--- config.mk ---
export PLATFORM = sky130hd
export DESIGN_NAME = wp_status_guard
export DESIGN_NICKNAME = d
export VERILOG_FILES = /design/src/rtl/wp_pkg.sv /design/src/rtl/wel_ctrl.sv /design/src/rtl/sr_store.sv /design/src/rtl/range_guard.sv /design/src/rtl/wp_status_guard.sv
export SDC_FILE = /design/constraint.sdc
export NUM_CORES = 1
export LEC_CHECK = 0
export BUFFER_PORTS_ARGS = -buffer_cell sky130_fd_sc_hd__buf_2
export CAP_MARGIN = 20
export CORE_MARGIN = 5
export CORE_UTILIZATION = 33
export CTS_BUF_LIST = sky130_fd_sc_hd__clkbuf_4
export DETAILED_ROUTE_END_ITERATION = 10
export PLACE_DENSITY_LB_ADDON = 0.2
export RECOVER_POWER = 100
export SLEW_MARGIN = 40
export SYNTH_ARGS = -nofsm -noshare
export SYNTH_HDL_FRONTEND = slang
export SYNTH_SLANG_ARGS = --single-unit
--- constraint.sdc ---
create_clock -name clk -period 1.05 [get_ports clk]
set_input_delay 0.0525 -clock clk [delete_from_list [all_inputs] [get_ports clk]]
set_output_delay 0.0525 -clock clk [all_outputs]
set_load 0.005 [all_outputs]
--- src/rtl/wp_pkg.sv ---
package wp_pkg;
   localparam int SR_W     = 8;
   localparam int POS_PEN  = 7;
   localparam int POS_BPH  = 3;
   localparam int POS_BPL  = 2;
   localparam int POS_LAT  = 1;
   localparam int POS_BSY  = 0;

   typedef struct packed {
      logic       pen;
      logic [1:0] bp;
   } nv_bits_t;

   function automatic nv_bits_t take_nv(input logic [SR_W-1:0] b);
      nv_bits_t r;
      r.pen = b[POS_PEN];
      r.bp  = {b[POS_BPH], b[POS_BPL]};
      return r;
   endfunction
endpackage

--- src/rtl/wel_ctrl.sv ---
module wel_ctrl (
   input  logic clk,
   input  logic rst_n,
   input  logic wren_stb,
   input  logic wrdi_stb,
   input  logic cs_rise,
   input  logic cycle_done,
   input  logic busy,
   output logic wel
);
   logic armed;

   always_ff @(posedge clk or negedge rst_n) begin
      if (!rst_n) begin
         armed <= 1'b0;
      end else if (cs_rise) begin
         armed <= 1'b0;
      end else if (wren_stb && !busy) begin
         armed <= 1'b1;
      end
   end

   always_ff @(posedge clk or negedge rst_n) begin
      if (!rst_n) begin
         wel <= 1'b0;
      end else if (cycle_done || (wrdi_stb && !busy)) begin
         wel <= 1'b0;
      end else if (cs_rise && armed) begin
         wel <= 1'b1;
      end
   end
endmodule

--- src/rtl/sr_store.sv ---
module sr_store
   import wp_pkg::*;
#(
   parameter logic       RST_PEN = 1'b0,
   parameter logic [1:0] RST_BP  = 2'b00
) (
   input  logic            clk,
   input  logic            rst_n,
   input  logic            wr_stb,
   input  logic [SR_W-1:0] wr_byte,
   input  logic            cs_rise,
   input  logic            busy,
   input  logic            wel,
   input  logic            wp_n,
   output nv_bits_t        nv,
   output logic            sr_ok
);
   logic     pend;
   nv_bits_t staged;
   logic     hw_lock;

   assign hw_lock = nv.pen && !wp_n;
   assign sr_ok   = wel && !hw_lock;

   always_ff @(posedge clk or negedge rst_n) begin
      if (!rst_n) begin
         pend   <= 1'b0;
         staged <= '0;
      end else if (cs_rise || hw_lock) begin
         pend <= 1'b0;
      end else if (wr_stb && !busy && sr_ok) begin
         pend   <= 1'b1;
         staged <= take_nv(wr_byte);
      end
   end

   always_ff @(posedge clk or negedge rst_n) begin
      if (!rst_n) begin
         nv.pen <= RST_PEN;
         nv.bp  <= RST_BP;
      end else if (cs_rise && pend && sr_ok) begin
         nv <= staged;
      end
   end
endmodule

--- src/rtl/range_guard.sv ---
module range_guard #(
   parameter int ADDR_W = 13
) (
   input  logic [ADDR_W-1:0] addr,
   input  logic [1:0]        bp,
   input  logic              wel,
   output logic              ok
);
   localparam int MSB = ADDR_W - 1;
   logic in_quarter, in_half, hit;

   generate
      if (ADDR_W < 2) begin : g_bad
         $error("range_guard: ADDR_W must be at least 2");
         assign in_quarter = 1'b0;
         assign in_half    = 1'b0;
      end else begin : g_dec
         assign in_quarter = &addr[MSB -: 2];
         assign in_half    = addr[MSB];
      end
   endgenerate

   always_comb begin
      unique case (bp)
         2'b00:   hit = 1'b0;
         2'b01:   hit = in_quarter;
         2'b10:   hit = in_half;
         default: hit = 1'b1;
      endcase
   end

   assign ok = wel && !hit;
endmodule

--- src/rtl/wp_status_guard.sv ---
module wp_status_guard
   import wp_pkg::*;
#(
   parameter int ADDR_W = 13
) (
   input  logic              clk,
   input  logic              rst_n,
   input  logic              wren_stb,
   input  logic              wrdi_stb,
   input  logic              wrsr_stb,
   input  logic [7:0]        wrsr_byte,
   input  logic              cs_rise,
   input  logic              cycle_done,
   input  logic              busy,
   input  logic              wp_n,
   input  logic [ADDR_W-1:0] wr_addr,
   output logic [7:0]        status,
   output logic              array_wr_ok,
   output logic              sr_wr_ok
);
   logic     wel;
   nv_bits_t nv;

   wel_ctrl u_wel (
      .clk(clk), .rst_n(rst_n), .wren_stb(wren_stb), .wrdi_stb(wrdi_stb),
      .cs_rise(cs_rise), .cycle_done(cycle_done), .busy(busy), .wel(wel)
   );

   sr_store #(.RST_PEN(1'b0), .RST_BP(2'b00)) u_sr (
      .clk(clk), .rst_n(rst_n), .wr_stb(wrsr_stb), .wr_byte(wrsr_byte),
      .cs_rise(cs_rise), .busy(busy), .wel(wel), .wp_n(wp_n),
      .nv(nv), .sr_ok(sr_wr_ok)
   );

   range_guard #(.ADDR_W(ADDR_W)) u_rng (
      .addr(wr_addr), .bp(nv.bp), .wel(wel), .ok(array_wr_ok)
   );

   always_comb begin
      status          = '0;
      status[POS_PEN] = nv.pen;
      status[POS_BPH] = nv.bp[1];
      status[POS_BPL] = nv.bp[0];
      status[POS_LAT] = wel;
      status[POS_BSY] = busy;
   end
endmodule

======== After elaboration in Yosys (flattened, before gate mapping) ========
Index checks and enable logic that the tools add are counted.
operators by class
  muxes and demuxes ....................... 7
  equality and inequality tests ........... 2
  add/subtract/negate cells ............... 0
  reduce and logical (&&, ||, !) cells .... 22
  order comparisons ....................... 0
  div/mod/pow operators ................... 0
  bitwise operators ....................... 1
  $mul .................................... 0
  shifts and indexed selects .............. 0
operators by type and width
  kind                count
  $logic_and 1x1->1   10
  $mux 1              6
  $reduce_bool 2->1   3
  $logic_not 1->1     4
  $reduce_and 2->1    2
  $pmux 1 s3          1
  $eq 2x1->1 const B  1
  $eq 2x2->1 const B  1
  $logic_not 2->1     1
  $logic_or 1x1->1    2
  $not 1->1           1
word-level totals
  memories kept ........................... 0
  output and inout bits ................... 10
  memory bits (read-only) ................. 0
  word-level logic and storage cells ...... 39
  flip-flop bits (word level) ............. 9
  memory bits (writable) .................. 0
  bits in latches ......................... 0
  bits of input ports ..................... 30

======== Longest topological paths before layout ========
  depth in word-level cells ............... 7
  mapped depth ............................ 3
  depth with buffers taken out ............ 3

======== Hierarchy ========
Synthesis repeated with hierarchy kept, for this count alone.
second synthesis, totals
  cells, all modules ...................... 37
  area, all modules ....................... 447.9 µm²
by module, submodules not included
  module           cells each  instances  sequential area each (µm²)  area an instance (µm²)
  sr_store         20          1          175.2                       300.3
  wel_ctrl         8           1          50.0                        90.1
  wp_status_guard  6           1          0.0                         41.3
  range_guard      3           1          0.0                         16.3

======== Worst setup path before layout ========
No wires, ideal clock.
  path type ............................... register -> register
  start ................................... reg, netlist name u_sr.nv[2]
  end ..................................... reg, netlist name u_sr.nv[0]
  path slack .............................. -2 ps
  arrival ................................. 928 ps
  stages on the path, launching flop included .. 4
  buffers on the path ..................... 0
  setup time .............................. 125 ps
  period minus slack after synthesis ...... 1052 ps
  required time ........................... 925 ps
  cells stage by stage .................... dfrtp_1 > nand2b_2 > nand4_1 > mux2_2
between the ends
  word-level cells in the longest chain between the ends .. 4
ends and longest elaborated chain
  what               line            RTL
  $logic_and 1x1->1  sr_store.sv:22  assign hw_lock = nv.pen && !wp_n;
  $logic_not 1->1    sr_store.sv:23  assign sr_ok = wel && !hw_lock;
  $logic_and 1x1->1  sr_store.sv:23
  $logic_and 1x1->1  sr_store.sv:41  end else if (cs_rise && pend && sr_ok) begin
No other way between the ends.
A chain may end at the register's enable or synchronous reset.

======== Worst setup path after layout ========
  start ................................... reg u_wel.wel
  end ..................................... out array_wr_ok
between the ends
  word-level cells in the longest chain between the ends .. 1
ends and longest elaborated chain
  what                    line                   RTL
  start, declared         wel_ctrl.sv:9          output logic wel
  start signal, assigned  wel_ctrl.sv:25         wel <= 1'b0;
  start signal, assigned  wel_ctrl.sv:27         wel <= 1'b0;
  start signal, assigned  wel_ctrl.sv:29         wel <= 1'b1;
  $logic_and 1x1->1       range_guard.sv:32      assign ok = wel && !hit;
  end, declared           wp_status_guard.sv:18  output logic array_wr_ok,
No other way between the ends.

==> metrics.md <==
| Metric | Value |
|---|---|
| Slew Viols, Final | `0` |
| Critical Path Max Stage Delay | `0.42 ns` |
| Core ar. | `around 1300 sq um` |
| Layout cells sized above 1 | `0.585` |
| N_diodes | `0` |
| Routed length per instance | `11.2 um` |
| Clock Skew | `0.00151 ns` |
| GRT met1 Usage | `0.107` |
| Busiest layer in global routing | `met2` |
| Leak | `about 0.34 nW` |
| GP Congestion | `~0.66` |
| TritonRoute pass-1 iters | `2` |
| Failing checks | `negative setup slack` |
| Final worst-path cycle share | `1.04` |
| Total track usage | `0.0959` |
| Crit path DAT | `1.04 ns` |
| Die height | `46.1 um` |
| RSZ-0062 raised after global routing | `true` |
| Vias per cell | `around 4.4` |
| IO Pins | `40` |
| Buffers added on ports | `20` |
| CTS buffer count | `3` |
| Tightest Hold Check Type | `in -> reg` |
| Reg2Reg Setup Slack | `-0.03 ns` |
| Area contributors post-synth | `dfrtp_1, mux2_2, buf_4` |
| Post-DRT Antenna Nets | `0` |
| Vias | `350` |
| Critical path class | `reg -> out` |
| Starting Density | `0.339` |
| Vias in the first global route | `321` |
| Worst EP required | `1.00 ns` |
| Largest area contributor in the netlist | `dfrtp_1` |
| Most common cell after layout, fill and taps aside | `buf_2` |
| Clk buf depth | `2` |
| Synth Instances | `37` |
| Delay-heaviest family, CP | `flip-flops` |
| Post-route cell area | `621 sq um` |
| Pwr/cell area | `1220 nW/um^2` |
| VDD IR max | `963 uV` |
| Met2 usage | `0.148` |
| DRC viols | `0` |
| TritonCTS clock tree | `yes` |
| Post-DP Area | `534 sq um` |
| Num rows | `13` |
| 1st-iter DRT viols | `3` |
| Die width | `46.1 um` |
| Synth cell types | `16` |
| Status | `complete, but fails checks` |
| Max frequency | `912 MHz` |
| Initial antenna violation count | `0` |
| Worst-path clk slew | `0.06 ns` |
| WL final | `about 900 um` |
| Area Overhead vs Synth | `44.2%` |
| Min cycle time layout | `1.10 ns` |
| Post-synth top area share | `0.523` |
| Synthesis-stage register bit count | `9` |
| Setup Viol. Count Final | `7` |
| Post-route worst setup slack | `-0.0467 ns` |
| Crit path launch type | `flip-flop` |
| Die area | `2130 sq um` |
| Most frequent cells in the layout | `buf_2, dfrtp_1, mux2_2, clkbuf_4` |
| CTS HTree Levels | `1` |
| Clk sinks | `9` |
| Post-Route Utilization | `0.489` |
| Yosys warning count | `0` |
| Critical path buffers and inverters | `2` |
| Seq/Total Area, Yosys | `0.523` |
| # Max-Cap Violations | `0` |
| Critical path endpoint category | `primary output` |
| Largest net degree at the start of global routing | `10` |
| Syn_area_per_cell | `11.6 sq um` |
| Final net count | `96` |
| Congestion Overflow GR | `0` |
| First-pass GRT wire length | `~1400 um` |
| Routing usage on met3 | `0.0703` |
| Clock Latency Late Sink | `0.26 ns` |
| Fin. Hold Viols | `0` |
| Root Driver | `clkbuf_4` |
| Slowest CP cell | `dfrtp_1` |
| Crit-path max FO | `4` |
| Mapped cell area | `430 sq um` |
| # fillers | `129` |
| CP cell instances | `buf_6 > nand2_2 > a21oi_2 > buf_2` |
==> cells in the mapped netlist <==
library cell	instances
nand4_1	1
nand3b_1	1
inv_1	1
conb_1	1
a211oi_1	1
a21oi_1	3
nand2_1	3
nor2_1	1
mux2_2	6
nand2b_2	1
a21o_1	1
and2_1	1
buf_4	5
nand4_2	1
dfrtp_1	9
nor2_2	1
==> stage by stage <==
step                      TNS (ns)  hold WS, ns  power (mW)  setup WS [ns]  cells
after floorplan                  0       -0.243       0.430         0.0163     39
after global placement      -0.252      -0.0882       0.463        -0.0439     71
after detailed placement    -0.268      -0.0869       0.465        -0.0556     71
final                       -0.219       0.0249       0.758        -0.0467     80
after CTS                   -0.400       0.0157       0.767        -0.0691     79
after global routing        -0.706       0.0254       0.811         -0.111     80
==> cell families (layout without fill, tap and decap cells) <==
group	after synthesis	in the layout	share of synthesized area
buffers and inverters	6	32	0.0959
DFF	9	9	0.523
muxes	6	6	0.157
and+or+nand+nor	10	10	0.145
AOI/OAI and AO/OA	5	5	0.0698
other	1	3	0.00871
==> report_power, final <==
group,leakage (nW),total [mW],internal [mW],switching [mW]
registers,0.123,0.381,0.369,0.0114
clock network,0.0184,0.285,0.172,0.113
logic,0.201,0.0923,0.0547,0.0376
total,0.342,0.758,0.596,0.162
==> flip-flops by register name, summed over array words and instances, names as in the netlist <==
name,count
u_sr.pend,1
u_sr.staged,3
u_wel.wel,1
u_sr.nv,3
u_wel.armed,1
==> path summary, 6_finish.rpt <==
path	depth (start not counted)	from	end
worst min register to register	1	u_sr.staged[1]	u_sr.nv[1]
min in group asynchronous	2	rst_n	u_wel.armed
worst min-delay path	2	wrsr_byte[3]	u_sr.staged[1]
max in group asynchronous	2	rst_n	u_sr.staged[0]
worst max-delay path	4	u_wel.wel	array_wr_ok
worst max register to register	3	u_sr.nv[2]	u_sr.nv[0]
==> repair_timing <==
| action | in CTS | in global routing |
|---|---|---|
| setup endpoints to repair | 7 | 8 |
| setup buffers | 1 | 1 |
| cloned | 0 | 0 |
| hold buffers | 3 | 0 |
| pin swaps | 1 | 0 |
| resized for setup | 3 | 1 |
| hold endpoints to repair | 10 | 0 |
==> per-layer routing <==
layer | vias to the layer above | part of all wire
li1 | 174 | -
met1 | 161 | 0.39
met2 | 15 | 0.50
met3 | 0 | 0.11
met4 | 0 | 0
met5 | - | 0
==> area by class of cell <==
type	count	area [sq um]	area share
Clock buffer	4	30.0	0.0484
Sequential cell	9	225	0.363
Timing Repair Buffer	27	161	0.260
Tap cell	15	18.8	0.0302
Inverter	1	3.75	0.00605
Multi-Input combinational cell	24	181	0.292
Note: power is estimated with default switching activity, not from simulation.
